==> src/rtl/sma_pkg.sv <==
package sma_pkg;

    // Memory owner for the current clock cycle.
    typedef enum logic [1:0] {
        OWN_IDLE  = 2'd0,
        OWN_CPU   = 2'd1,
        OWN_EXT   = 2'd2,
        OWN_DRAIN = 2'd3
    } owner_e;

endpackage

==> src/rtl/sma_owner_fsm.sv <==
module sma_owner_fsm
    import sma_pkg::*;
#(
    parameter bit CPU_PRIO = 1'b1
) (
    input  logic   clk,
    input  logic   rst_n,
    input  logic   cpu_want,
    input  logic   ext_want,
    input  logic   post_next,
    output owner_e state
);

    owner_e nxt;
    logic   pick_cpu;
    logic   pick_ext;

    // Tie-break between the two sides.
    always_comb begin
        pick_cpu = cpu_want && (!ext_want || CPU_PRIO);
        pick_ext = ext_want && (!cpu_want || !CPU_PRIO);
    end

    // Next-state logic: the same arbitration applies at every memory-cycle boundary.
    always_comb begin
        nxt = OWN_IDLE;
        unique case (state)
            OWN_IDLE, OWN_CPU, OWN_EXT, OWN_DRAIN: begin
                if (pick_ext) begin
                    nxt = OWN_EXT;
                end else if (pick_cpu) begin
                    nxt = post_next ? OWN_DRAIN : OWN_CPU;
                end else begin
                    nxt = OWN_IDLE;
                end
            end
        endcase
    end

    // State register.
    always_ff @(posedge clk) begin
        if (!rst_n) begin
            state <= OWN_IDLE;
        end else begin
            state <= nxt;
        end
    end

    AST_DRAIN_ONE_CYCLE: assert property (@(posedge clk) disable iff (!rst_n)
        state == OWN_DRAIN |=> state != OWN_DRAIN);

    AST_SOLE_EXT_WINS: assert property (@(posedge clk) disable iff (!rst_n)
        ext_want && !cpu_want |=> state == OWN_EXT);

endmodule

==> src/rtl/sma_post_buf.sv <==
module sma_post_buf #(
    parameter int AW = 8,
    parameter int DW = 16
) (
    input  logic          clk,
    input  logic          rst_n,
    input  logic          load,
    input  logic          drain,
    input  logic [AW-1:0] in_addr,
    input  logic [DW-1:0] in_data,
    input  logic [AW-1:0] look_addr,
    output logic          full,
    output logic          full_next,
    output logic          hit,
    output logic [AW-1:0] p_addr,
    output logic [DW-1:0] p_data
);

    // The next value of full is used as the processor side's pending demand.
    always_comb begin
        full_next = (full && !drain) || load;
        hit       = full && (p_addr == look_addr);
    end

    always_ff @(posedge clk) begin
        if (!rst_n) begin
            full   <= 1'b0;
            p_addr <= '0;
            p_data <= '0;
        end else begin
            full <= full_next;
            if (load) begin
                p_addr <= in_addr;
                p_data <= in_data;
            end
        end
    end

    AST_NO_LOAD_WHEN_FULL: assert property (@(posedge clk) disable iff (!rst_n)
        load |-> !full);

    AST_POST_CAPTURE: assert property (@(posedge clk) disable iff (!rst_n)
        load |=> full && p_addr == $past(in_addr) && p_data == $past(in_data));

endmodule

==> src/rtl/sma_access_ctrl.sv <==
module sma_access_ctrl
    import sma_pkg::*;
#(
    parameter int AW = 8,
    parameter int DW = 16
) (
    input  owner_e        state,
    input  logic          cpu_req,
    input  logic          cpu_we,
    input  logic [AW-1:0] cpu_addr,
    input  logic [DW-1:0] cpu_wdata,
    input  logic          ext_req,
    input  logic          ext_we,
    input  logic [AW-1:0] ext_addr,
    input  logic [DW-1:0] ext_wdata,
    input  logic          buf_full,
    input  logic          buf_hit,
    input  logic [AW-1:0] buf_addr,
    input  logic [DW-1:0] buf_data,
    input  logic [DW-1:0] mem_rdata,
    output logic          cpu_wait_n,
    output logic [DW-1:0] cpu_rdata,
    output logic [DW-1:0] ext_rdata,
    output logic          mem_en,
    output logic          mem_we,
    output logic [AW-1:0] mem_addr,
    output logic [DW-1:0] mem_wdata,
    output logic          buf_load,
    output logic          buf_drain
);

    // Processor handling while the other side (or nobody) owns the memory.
    logic          f_wait_n;
    logic          f_load;
    logic          f_fwd;

    always_comb begin
        f_wait_n = 1'b1;
        f_load   = 1'b0;
        f_fwd    = 1'b0;
        if (cpu_req) begin
            if (cpu_we) begin
                if (!buf_full) begin
                    f_load = 1'b1;
                end else begin
                    f_wait_n = 1'b0;
                end
            end else if (buf_hit) begin
                f_fwd = 1'b1;
            end else begin
                f_wait_n = 1'b0;
            end
        end
    end

    // Output process, one branch per owner state.
    always_comb begin
        mem_en     = 1'b0;
        mem_we     = 1'b0;
        mem_addr   = cpu_addr;
        mem_wdata  = cpu_wdata;
        cpu_wait_n = 1'b1;
        cpu_rdata  = mem_rdata;
        ext_rdata  = mem_rdata;
        buf_load   = 1'b0;
        buf_drain  = 1'b0;
        unique case (state)
            OWN_IDLE: begin
                cpu_wait_n = f_wait_n;
                buf_load   = f_load;
                if (f_fwd) begin
                    cpu_rdata = buf_data;
                end
            end
            OWN_CPU: begin
                mem_en = cpu_req;
                mem_we = cpu_req && cpu_we;
            end
            OWN_EXT: begin
                mem_en     = ext_req;
                mem_we     = ext_req && ext_we;
                mem_addr   = ext_addr;
                mem_wdata  = ext_wdata;
                cpu_wait_n = f_wait_n;
                buf_load   = f_load;
                if (f_fwd) begin
                    cpu_rdata = buf_data;
                end
            end
            OWN_DRAIN: begin
                mem_en     = 1'b1;
                mem_we     = 1'b1;
                mem_addr   = buf_addr;
                mem_wdata  = buf_data;
                buf_drain  = 1'b1;
                cpu_wait_n = !cpu_req;
            end
        endcase
    end

endmodule

==> src/rtl/shared_mem_arbiter.sv <==
module shared_mem_arbiter
    import sma_pkg::*;
#(
    parameter int AW       = 8,
    parameter int DW       = 16,
    parameter bit CPU_PRIO = 1'b1
) (
    input  logic          clk,
    input  logic          rst_n,
    input  logic          cpu_req,
    input  logic          cpu_we,
    input  logic [AW-1:0] cpu_addr,
    input  logic [DW-1:0] cpu_wdata,
    output logic [DW-1:0] cpu_rdata,
    output logic          cpu_wait_n,
    input  logic          ext_req,
    input  logic          ext_we,
    input  logic [AW-1:0] ext_addr,
    input  logic [DW-1:0] ext_wdata,
    output logic [DW-1:0] ext_rdata,
    output logic          ext_gnt,
    output logic          mem_en,
    output logic          mem_we,
    output logic [AW-1:0] mem_addr,
    output logic [DW-1:0] mem_wdata,
    input  logic [DW-1:0] mem_rdata
);

    owner_e        state;
    logic          buf_full;
    logic          buf_full_next;
    logic          buf_hit;
    logic [AW-1:0] buf_addr;
    logic [DW-1:0] buf_data;
    logic          buf_load;
    logic          buf_drain;
    logic          cpu_want;

    assign cpu_want = cpu_req || buf_full_next;
    assign ext_gnt  = (state == OWN_EXT);

    sma_owner_fsm #(
        .CPU_PRIO(CPU_PRIO)
    ) u_fsm (
        .clk      (clk),
        .rst_n    (rst_n),
        .cpu_want (cpu_want),
        .ext_want (ext_req),
        .post_next(buf_full_next),
        .state    (state)
    );

    sma_post_buf #(
        .AW(AW),
        .DW(DW)
    ) u_buf (
        .clk      (clk),
        .rst_n    (rst_n),
        .load     (buf_load),
        .drain    (buf_drain),
        .in_addr  (cpu_addr),
        .in_data  (cpu_wdata),
        .look_addr(cpu_addr),
        .full     (buf_full),
        .full_next(buf_full_next),
        .hit      (buf_hit),
        .p_addr   (buf_addr),
        .p_data   (buf_data)
    );

    sma_access_ctrl #(
        .AW(AW),
        .DW(DW)
    ) u_ctrl (
        .state     (state),
        .cpu_req   (cpu_req),
        .cpu_we    (cpu_we),
        .cpu_addr  (cpu_addr),
        .cpu_wdata (cpu_wdata),
        .ext_req   (ext_req),
        .ext_we    (ext_we),
        .ext_addr  (ext_addr),
        .ext_wdata (ext_wdata),
        .buf_full  (buf_full),
        .buf_hit   (buf_hit),
        .buf_addr  (buf_addr),
        .buf_data  (buf_data),
        .mem_rdata (mem_rdata),
        .cpu_wait_n(cpu_wait_n),
        .cpu_rdata (cpu_rdata),
        .ext_rdata (ext_rdata),
        .mem_en    (mem_en),
        .mem_we    (mem_we),
        .mem_addr  (mem_addr),
        .mem_wdata (mem_wdata),
        .buf_load  (buf_load),
        .buf_drain (buf_drain)
    );

    AST_RESET_CLEAN: assert property (@(posedge clk) disable iff (!rst_n)
        $past(!rst_n) |-> !ext_gnt && !mem_en && !buf_full);

    AST_READ_STALL: assert property (@(posedge clk) disable iff (!rst_n)
        ext_gnt && cpu_req && !cpu_we && !(buf_full && buf_addr == cpu_addr) |-> !cpu_wait_n);

    AST_WRITE_NO_STALL: assert property (@(posedge clk) disable iff (!rst_n)
        state != OWN_DRAIN && cpu_req && cpu_we && !buf_full |-> cpu_wait_n);

    AST_FULL_STALL: assert property (@(posedge clk) disable iff (!rst_n)
        buf_full && cpu_req && cpu_we |-> !cpu_wait_n);

    AST_DRAIN_FIRST: assert property (@(posedge clk) disable iff (!rst_n)
        buf_full |-> state != OWN_CPU);

    AST_IDLE_QUIET: assert property (@(posedge clk) disable iff (!rst_n)
        state == OWN_IDLE |-> !mem_en);

    AST_HIT_FORWARD: assert property (@(posedge clk) disable iff (!rst_n)
        state != OWN_DRAIN && cpu_req && !cpu_we && buf_full && buf_addr == cpu_addr
        |-> cpu_wait_n && cpu_rdata == buf_data);

    AST_CPU_DIRECT: assert property (@(posedge clk) disable iff (!rst_n)
        state == OWN_CPU && cpu_req |-> cpu_wait_n && mem_en && mem_addr == cpu_addr);

endmodule

==> config.mk <==
export PLATFORM = sky130hd
export DESIGN_NAME = shared_mem_arbiter
export DESIGN_NICKNAME = d
export VERILOG_FILES = /design/src/rtl/sma_pkg.sv /design/src/rtl/sma_owner_fsm.sv /design/src/rtl/sma_post_buf.sv /design/src/rtl/sma_access_ctrl.sv /design/src/rtl/shared_mem_arbiter.sv
export SDC_FILE = /design/constraint.sdc
export NUM_CORES = 1
export LEC_CHECK = 0
export CAP_MARGIN = 5
export CORE_MARGIN = 5
export CORE_UTILIZATION = 33
export DETAILED_ROUTE_END_ITERATION = 10
export GPL_ROUTABILITY_DRIVEN = 0
export PLACE_DENSITY = 0.81
export SLEW_MARGIN = 25
export SYNTH_ARGS = -nofsm -noshare
export SYNTH_HDL_FRONTEND = slang
export SYNTH_SLANG_ARGS = --single-unit
export TNS_END_PERCENT = 1
==> constraint.sdc <==
create_clock -name clk -period 1.95 [get_ports clk]
set_input_delay 0.39 -clock clk [delete_from_list [all_inputs] [get_ports clk]]
set_output_delay 0.39 -clock clk [all_outputs]
set_load 0.01 [all_outputs]
# [After elaboration in Yosys (flattened, before gate mapping)]
# Index checks and enable logic that the tools add are counted.
[classes] n_eq_ne=4 n_mux=21 reduce_logical=13
[op_table] cell="$mux 16" n=2
[op_table] cell="$pmux 16 s2" n=1
[op_table] cell="$pmux 8 s2" n=1
[op_table] cell="$mux 1" n=10
[op_table] cell="$eq 8x8->1" n=1
[op_table] cell="$mux 2" n=4
[op_table] cell="$pmux 1 s3" n=2
[op_table] cell="$logic_and 1x1->1" n=5
[op_table] cell="$eq 2x2->1 const B" n=2
[op_table] cell="$reduce_or 4->1" n=1
[op_table] cell="$logic_not 1->1" n=3
[op_table] cell="$eq 2x1->1 const B" n=1
[op_table] cell="$logic_not 2->1" n=1
[op_table] cell="$logic_or 1x1->1" n=2
[op_table] cell="$pmux 1 s2" n=1
[op_table] cell="$reduce_or 2->1" n=1
[totals] register_bits=27 input_bits=70 output_inout_bits=60 elab_cells=42

# [Longest topological paths before layout]
# Gate-level depths: netlist (run 1).
[depth] word_depth=10 depth_mapped=6 depth_no_buf=4

# [By module]
# Synthesis (run 1) repeated with hierarchy kept, for this count alone.
[hier_totals] cells_unflattened=229 area_unflattened_um2=2080.7
[by_module_without_submodules] mod="sma_post_buf" n_inst=1 cells_per_inst=93 area_each_um2=1042.2 seq_area_each_um2=500.5
[by_module_without_submodules] mod="sma_access_ctrl" n_inst=1 cells_per_inst=129 area_each_um2=962.2 seq_area_each_um2=0.0
[by_module_without_submodules] mod="sma_owner_fsm" n_inst=1 cells_per_inst=5 area_each_um2=63.8 seq_area_each_um2=40.0
[by_module_without_submodules] mod="shared_mem_arbiter" n_inst=1 cells_per_inst=2 area_each_um2=12.5 seq_area_each_um2=0.0

# [Worst setup path after synthesis (run 1)]
# OpenSTA, ideal clock, no wires.
[synth_path] path_kind="input to output" startpoint="input port cpu_addr[7]" endpoint="output port cpu_rdata[10]" arrival_ps=1568 t_required_ps=1560 setup_slack_ps=-8 cell_stages=5 n_path_buf=1 cell_sequence="xor2_1 -> nor4_4 -> nand4_4 -> buf_6 -> mux2_4"
[synth_between] elab_chain_cells=7
[synth_rtl] element="start: declaration" line_no="shared_mem_arbiter.sv:12" source="input logic [AW-1:0] cpu_addr,"
[synth_rtl] element="$eq 8x8->1" line_no="sma_post_buf.sv:22" source="hit = full && (p_addr == look_addr);"
[synth_rtl] element="$logic_and 1x1->1" line_no="sma_post_buf.sv:22"
[synth_rtl] element="$mux 1" line_no="sma_access_ctrl.sv:48" source="end else if (buf_hit) begin"
[synth_rtl] element="$mux 1" line_no="sma_access_ctrl.sv:42" source="if (cpu_we) begin"
[synth_rtl] element="$mux 1" line_no="sma_access_ctrl.sv:41" source="if (cpu_req) begin"
[synth_rtl] element="$mux 16" line_no="sma_access_ctrl.sv:71, sma_access_ctrl.sv:86"
[synth_rtl] element="$mux 16"
[synth_rtl] element="end: declaration" line_no="shared_mem_arbiter.sv:14" source="output logic [DW-1:0] cpu_rdata,"
# Every way passes these cells.

# [Final worst setup path (run 1)]
[layout_path] startpoint="input port cpu_addr[4]" endpoint="output port cpu_rdata[8]"
# Same word-level chain as after synthesis.

==> results of run 1 <==
-- report_power, final --
group,internal [W],switching (W),leakage [nW]
logic,0.000405,0.000296,1.34
clock network,0.000147,0.000185,0.0228
registers,0.000578,0.0000239,0.222
-- worst max path at each step --
stage | start | to | slack (ns) | cells past startpoint
6_report | cpu_addr[4] | cpu_rdata[8] | -0.43 | 8
5_1_grt | u_buf.p_addr[7] | cpu_rdata[11] | -0.51 | 7
4_1_cts | u_buf.p_addr[7] | cpu_rdata[8] | -0.47 | 7
3_5_place_dp | cpu_addr[3] | cpu_rdata[8] | -0.94 | 7
3_3_place_gp | cpu_addr[3] | cpu_rdata[11] | -0.91 | 7
2_1_floorplan | cpu_addr[3] | cpu_rdata[10] | 0.01 | 5
-- through the flow --
step / power, W / utilization [%] / hold slack (ns) / TNS, ns / setup slack (ns)
4_1_cts: 0.00165 / 61.7 / 0.479 / -7.30 / -0.467
5_1_grt: 0.00173 / 61.7 / 0.448 / -8.19 / -0.512
2_1_floorplan: 0.000924 / - / 0.445 / 0 / 0.0130
3_3_place_gp: 0.00135 / 59.3 / 0.463 / -16.91 / -0.915
3_5_place_dp: 0.00136 / 59.3 / 0.467 / -17.63 / -0.945
6_report: 0.00164 / 61.7 / 0.392 / -6.76 / -0.429
-- worst min-delay path, delay by kind of cell --
kind	cells	cell delay (ns)
compound gates	1	0.06
buf+inv	1	0.12
simple gates	1	0.07
-- flip-flops by register name (all words and copies together) (netlist names) --
name	cells
u_buf.p_data	16
u_fsm.state	2
u_buf.full	1
u_buf.p_addr	8
-- Yosys cell counts --
master and n:
nand2_1 51, a21oi_1 28, nor2_1 28, dfxtp_1 27, mux2i_1 24, a21boi_0 19
buf_4 16, clkbuf_1 13, mux2_4 10, xor2_1 8, a21boi_1 6, mux2_2 6
nor2b_1 4, buf_2 3, inv_1 2, a31oi_1 1, buf_1 1, buf_6 1
nand2b_1 1, nand3_1 1, nand4_1 1, nand4_4 1, nor3_1 1, nor3_2 1
nor4_4 1, o21a_1 1, o21ai_0 1, o22ai_1 1, or3_1 1
-- logic make-up (layout without fill, tap and decap cells) --
family                    after synthesis  in the layout
buffers and inverters                  36            177
muxes                                  40             40
xor gates and xnor gates                8              8
and+or+nand+nor                        91             91
AOI/OAI and AO/OA                      57             57
DFF                                    27             27
-- per-layer routing --
metal | global-route usage (%) | part of all wire [%] | up-vias
met3 | 2.89 | 9.3 | 8
li1 | - | - | 1145
met4 | 4.81 | 1.2 | 0
met2 | 32.1 | 50 | 89
met5 | 0 | 0 | -
met1 | 19.6 | 39 | 1018
-- repair_timing --
action	in CTS	in global routing
pin swaps	5	3
buffers inserted	7	1
gates cloned	1	0
hold endpoints to repair	0	0
gates resized for setup	134	2
endpoints found under the setup margin	44	18
-- area by class of cell --
| cell class | count | area [sq um] | share of cell area (%) |
|---|---|---|---|
| Clock buffer | 4 | 45.0 | 1.23 |
| Inverter | 2 | 7.51 | 0.204 |
| Multi-Input combinational cell | 196 | 1310 | 35.7 |
| Sequential cell | 27 | 547 | 14.9 |
| Tap cell | 75 | 93.8 | 2.55 |
| Timing Repair Buffer | 171 | 1670 | 45.4 |
==> run summary, run 1 <==
cells after synthesis -> 259
largest net degree at the start of global routing -> 41
max-slew violations -> 0
clock root cell -> clkbuf_8
hold_buf cts -> 0
Worst Setup End Kind -> primary output
RR Startpoint -> u_fsm.state[0]
largest family of logic cells by synthesized area -> multiplexers
Post-Syn Area per Cell -> 7.84 sq um
CP Max Fanout -> 6
I/O pins -> 130
Clock Path Buffers -> 2
final hold violation count -> 0
HP Start -> cpu_addr[7]
H-tree depth -> 1
crit-path cells -> dlygate4sd2_1, xor2_1, nor4_4, nand4_4, buf_12, buf_12, mux2_4, buf_6
Clock Skews -> 0.00719 ns
area grow syn2layout -> 81.0%
Max-cap violations -> 0
worst-margin pin slew -> 0.292 ns
Hold Path End -> u_buf.p_addr[7]
clk_lat worst skew -> 0.28 ns
GRT Util Overall -> 17.0%
final non-filler cell total -> 475
Rel. slew slack -> 80.4%
crit share post-route -> 122%
mux contribution to synthesized area -> 22.6%
Distinct cells, synth -> 29
Setup crit start kind -> primary input
DRT iter0 DRCs -> 53
Syn Nets -> 329
crit path kind -> primary input to primary output
vias in the first global route -> 2284
Yosys top cell by area -> dfxtp_1
Net count, final -> 471
Hold Crit Class -> primary input to flop
RSZ-0062 raised after global routing -> true
Synth Area in Adders -> 0%
r2r setup slk -> 0.53 ns
crit-path leading delay family -> buffers and inverters
Worst-path clk slew -> 0.10 ns
CP Buf/Inv Count -> 4
Clock Sinks -> 27
routed via count -> 2260
r2r endpoint -> u_buf.p_addr[0]
starting density of the core -> 34.1%
Vert. Die Dim -> 88.4 um
post-synthesis sequential area ratio -> 26.6%
Critical Path RT -> 1.56 ns
post-synthesis xor/xnor area fraction -> 3.45%
f_max -> 420 MHz
slowest CP cell -> nor4_4
crit path DAT -> 1.99 ns
Vias/cell -> 4.76
die footprint -> 0.00782 sq mm
CP max stage delay -> 0.30 ns
first-pass GRT wire length -> 10600 um
Syn. warnings -> 0
Max VDD drop -> 0.000303 V
simple-gate share of the synthesized area -> 19.8%
Total Wirelength -> 6780 um
DRC Markers -> 0
post-synth top area share -> 26.6%
fillers -> 530
final setup vio count -> 17
initial antenna violation count -> 0
status -> finished with violations
share of layout cells above drive strength 1 -> 22.5%
router iterations before antenna repair -> 4
reg2reg path depth -> 5
Top cell by count, worst path -> buf_12
dominant cells by area after synthesis -> dfxtp_1, mux2i_1, nand2_1
Die Wd -> 88.4 um
Post-Syn Area -> 0.00203 sq mm
CTS tree -> yes
final antenna-violating net count -> 0
Hold Path Depth -> 3
commonest cells after routing, fill and taps aside -> clkdlybuf4s50_1, nand2_1, buf_4
CTS buffer count -> 3
Placed Cells incl. Taps -> 463
leading cell type in the layout, fill and taps excluded -> clkdlybuf4s50_1
HPWL after DPL -> 5260 um
post-synthesis compound-gate area fraction -> 17.4%
LEAKAGE -> 1.59 nW
pwr dens -> 445 mW/mm^2
minimum clock period -> 2.38 ns
port buffer count -> 129
final worst setup slack -> -0.429 ns
Core Area -> 0.00596 sq mm
failing checks -> setup timing
GRT overflow -> 0
# diodes -> 0
final instance area -> 0.00368 sq mm
area post-placement -> 0.00353 sq mm
Yosys reg bits -> 27
num rows -> 28
routed len/inst -> 14.3 um
Note: power is estimated with default switching activity, not from simulation.
==> inputs of run 2 (changes only) <==
- ABC_AREA: unset -> 1
- CORE_UTILIZATION: 33 -> 39
- PLACE_DENSITY: 0.81 -> 0.91
- clock period: 1.95 -> 3 ns (I/O delays scaled with it)
==> run 2 against run 1 <==
Effect of this change:
- the run still ends with setup timing left
- synthesized cell count increased by 25%
- critical path depth increased by 2
- die area decreased by 17%
- via count increased by 15%
- final cell count increased by 6.5%
- clock skew decreased by 0.0025 ns
- count of clock-buffer cells in the layout decreased by 1
- clock power decreased by 38%
- core utilization increased by 6.9 points
- largest cell class unchanged
==> run summary, run 2 <==
area grow syn2layout -> 68.0% (was 81.0%)
Clock Path Buffers -> 2 (unchanged)
synth cell count leaders -> nand2_1, nor2_1, nand3_1, dfxtp_1, o21ai_0 (was nand2_1, a21oi_1, nor2_1, dfxtp_1, mux2i_1)
reg2reg path depth -> 7 (was 5)
first-pass GRT wire length -> 11200 um (was 10600 um)
Total Wirelength -> 7250 um (was 6780 um)
leading cell type in the layout, fill and taps excluded -> clkdlybuf4s50_1 (unchanged)
share of layout cells above drive strength 1 -> 7.29% (was 22.5%)
vias in the first global route -> 2471 (was 2284)
Place WS -> -0.140 ns (was -0.945 ns)
Worst Setup End Kind -> primary output (unchanged)
failing checks -> setup timing (unchanged)
hold_buf cts -> 0 (unchanged)
Hold Crit Class -> flop to flop (was primary input to flop)
switching part of the total power -> 31.6% (was 30.9%)
f_max -> 319 MHz
r2r setup slk -> 1.09 ns (was 0.53 ns)
post-synth top area share -> 27.7% (was 26.6%)
r2r endpoint -> u_fsm.state[1] (was u_buf.p_addr[0])
Max-cap violations -> 0 (unchanged)
GRT overflow -> 0 (unchanged)
status -> finished with violations (unchanged)
final setup vio count -> 4 (was 17)
DRC Markers -> 0 (unchanged)
port buffer count -> 129 (unchanged)
LEAKAGE -> 1.41 nW (was 1.59 nW)
commonest cells after routing, fill and taps aside -> clkdlybuf4s50_1, nand2_1, nor2_1 (was clkdlybuf4s50_1, nand2_1, buf_4)
# diodes -> 0 (unchanged)
clk_lat worst skew -> 0.27 ns (was 0.28 ns)
combinational share of power -> 41.5% (was 42.9%)
Max VDD drop -> 0.000210 V (was 0.000303 V)
most common cell in the synthesized netlist -> nand2_1 (unchanged)
routed len/inst -> 14.3 um (about the same)
number of flops mapped to enable cells by yosys -> 0 (unchanged)
max reg flops -> 16 (unchanged)
P_sw -> 0.000330 W (was 0.000505 W)
router iterations before antenna repair -> 4 (unchanged)
final setup TNS -> -0.258 ns (was -6.76 ns)
clock root cell -> clkbuf_8 (unchanged)
Die Wd -> 80.8 um (was 88.4 um)
Post-Syn Area per Cell -> 6.03 sq um (was 7.84 sq um)
crit path kind -> primary input to primary output (unchanged)
cells after synthesis -> 324 (was 259)
DRT iter0 DRCs -> 142 (was 53)
fillers -> 450 (was 530)
dominant cells by area after synthesis -> dfxtp_1, nand2_1, nand3_1 (was dfxtp_1, mux2i_1, nand2_1)
HP Start -> u_buf.p_addr[1] (was cpu_addr[7])
top flop regs -> u_buf.p_data (16), u_buf.p_addr (8), u_fsm.state (2) (unchanged)
Clock Sinks -> 27 (unchanged)
Distinct cells, synth -> 26 (was 29)
Net count, final -> 510 (was 471)
Yosys reg bits -> 27 (unchanged)
max-slew violations -> 0 (unchanged)
largest net degree at the start of global routing -> 26 (was 41)
Syn Nets -> 394 (was 329)
Clk pwr share -> 19.7% (was 20.3%)
CTS buffer count -> 3 (unchanged)
routed via count -> 2601 (was 2260)
total power -> 0.00104 W (was 0.00164 W)
Power Internal -> 0.000714 W (was 0.00113 W)
post-synthesis sequential area ratio -> 27.7% (was 26.6%)
Rel. slew slack -> 47.3% (was 80.4%)
H-tree depth -> 1 (unchanged)
Yosys top cell by area -> dfxtp_1 (unchanged)
Vias/cell -> 5.14 (was 4.76)
final hold violation count -> 0 (unchanged)
crit share post-route -> 104%
Vert. Die Dim -> 80.8 um (was 88.4 um)
Worst-path clk slew -> 0.10 ns (about the same)
sequential share of power -> 38.8% (was 36.8%)
RSZ-0062 raised after global routing -> true (unchanged)
Clock Skews -> 0.00465 ns (was 0.00719 ns)
Hold Path End -> u_buf.p_addr[1] (was u_buf.p_addr[7])
num rows -> 25 (was 28)
final worst setup slack -> -0.131 ns (was -0.429 ns)
Hold Path Depth -> 2 (was 3)
I/O pins -> 130 (unchanged)
GRT Util Overall -> 21.4% (was 17.0%)
pwr dens -> 318 mW/mm^2 (was 445 mW/mm^2)
Top reg by flops -> u_buf.p_data (unchanged)
CTS tree -> yes (unchanged)
Syn. warnings -> 0 (unchanged)
dominant synthesized flop cell -> dfxtp_1 (unchanged)
final antenna-violating net count -> 0 (unchanged)
crit path DAT -> 2.53 ns (was 1.99 ns)
Setup crit start kind -> primary input (unchanged)
die footprint -> 0.00652 sq mm (was 0.00782 sq mm)
worst-margin pin slew -> 0.788 ns (was 0.292 ns)
CP Max Fanout -> 6 (unchanged)
Core Area -> 0.00479 sq mm (was 0.00596 sq mm)
HPWL after DPL -> 5730 um (was 5260 um)
Critical Path RT -> 2.40 ns (was 1.56 ns)
minimum clock period -> 3.13 ns
initial antenna violation count -> 0 (unchanged)
Post-synth ARST share -> 0% (unchanged)
starting density of the core -> 40.8% (was 34.1%)
Post-Syn Area -> 0.00195 sq mm (was 0.00203 sq mm)
RR Startpoint -> u_fsm.state[0] (unchanged)
-- run 2: final cells by class --
class | instances | area (sq um) | share of cell area [%]
sequential | 27 | 541 | 16.5
clock inverter | 1 | 5.00 | 0.152
multi-input combinational | 245 | 1130 | 34.5
tap | 67 | 83.8 | 2.55
timing repair buffer | 146 | 1410 | 43.0
clock buffer | 3 | 41.3 | 1.26
inverter | 17 | 66.3 | 2.02
-- run 2: power groups by stage --
stage | logic, W | registers (W) | clock network (W)
2_1_floorplan | 0.000198 | 0.000405 | 0
3_3_place_gp | 0.000432 | 0.000412 | 0
3_5_place_dp | 0.000440 | 0.000413 | 0
4_1_cts | 0.000435 | 0.000405 | 0.000209
5_1_grt | 0.000473 | 0.000408 | 0.000227
6_report | 0.000433 | 0.000405 | 0.000206
-- run 2: kinds of logic after synthesis --
group | count (synthesis) | synth area share [%]
xor+xnor | 2 | 0.897
compound gates | 43 | 12.5
flops | 27 | 27.7
simple gates | 200 | 44.7
buf+inv | 52 | 14.3
-- run 2: critical path, cell delays in order --
cell	delay, ns
clkdlybuf4s50_1	0.47
nand2_1	0.11
nand2_1	0.06
nor2_1	0.10
nand2_1	0.09
nor2_4	0.21
buf_4	0.18
nand4_1	0.09
nand2_1	0.08
clkdlybuf4s50_1	0.53
-- run 2: layer usage --
layer	track usage (%)	share of wire (%)	up-vias
met2	40.8	50	118
met3	5.88	11	10
li1	-	-	1292
met5	0	0	-
met4	6.08	1.7	0
met1	22.9	37	1181
-- run 2: through the flow --
stage | utilization, % | cell area (sq um) | std cells | hold WS, ns
floorplan | - | 1950 | 324 | 0.445
global placement | 67.1 | 3210 | 498 | 0.461
detailed placement | 67.1 | 3210 | 498 | 0.481
CTS | 67.9 | 3250 | 502 | 0.496
global route | 68.6 | 3280 | 506 | 0.515
finish | 68.6 | 3280 | 506 | 0.497
-- run 2: repair_timing --
action / 4_1_cts / 5_1_grt
buffers inserted: 0 / 4
setup endpoints to repair: 17 / 17
pin swaps: 0 / 2
gates resized for setup: 13 / 5
endpoints found under the hold margin: 0 / 0
-- run 2: worst max path at each step --
stage	slack (ns)	cells after the start	startpoint	endpoint
floorplan	0.93	8	cpu_we	cpu_rdata[10]
global placement	-0.10	11	cpu_addr[3]	cpu_rdata[10]
detailed placement	-0.14	11	cpu_addr[3]	cpu_wait_n
CTS	-0.11	11	cpu_addr[3]	cpu_rdata[5]
global route	-0.27	11	cpu_addr[5]	cpu_rdata[5]
finish	-0.13	10	cpu_addr[0]	cpu_rdata[5]
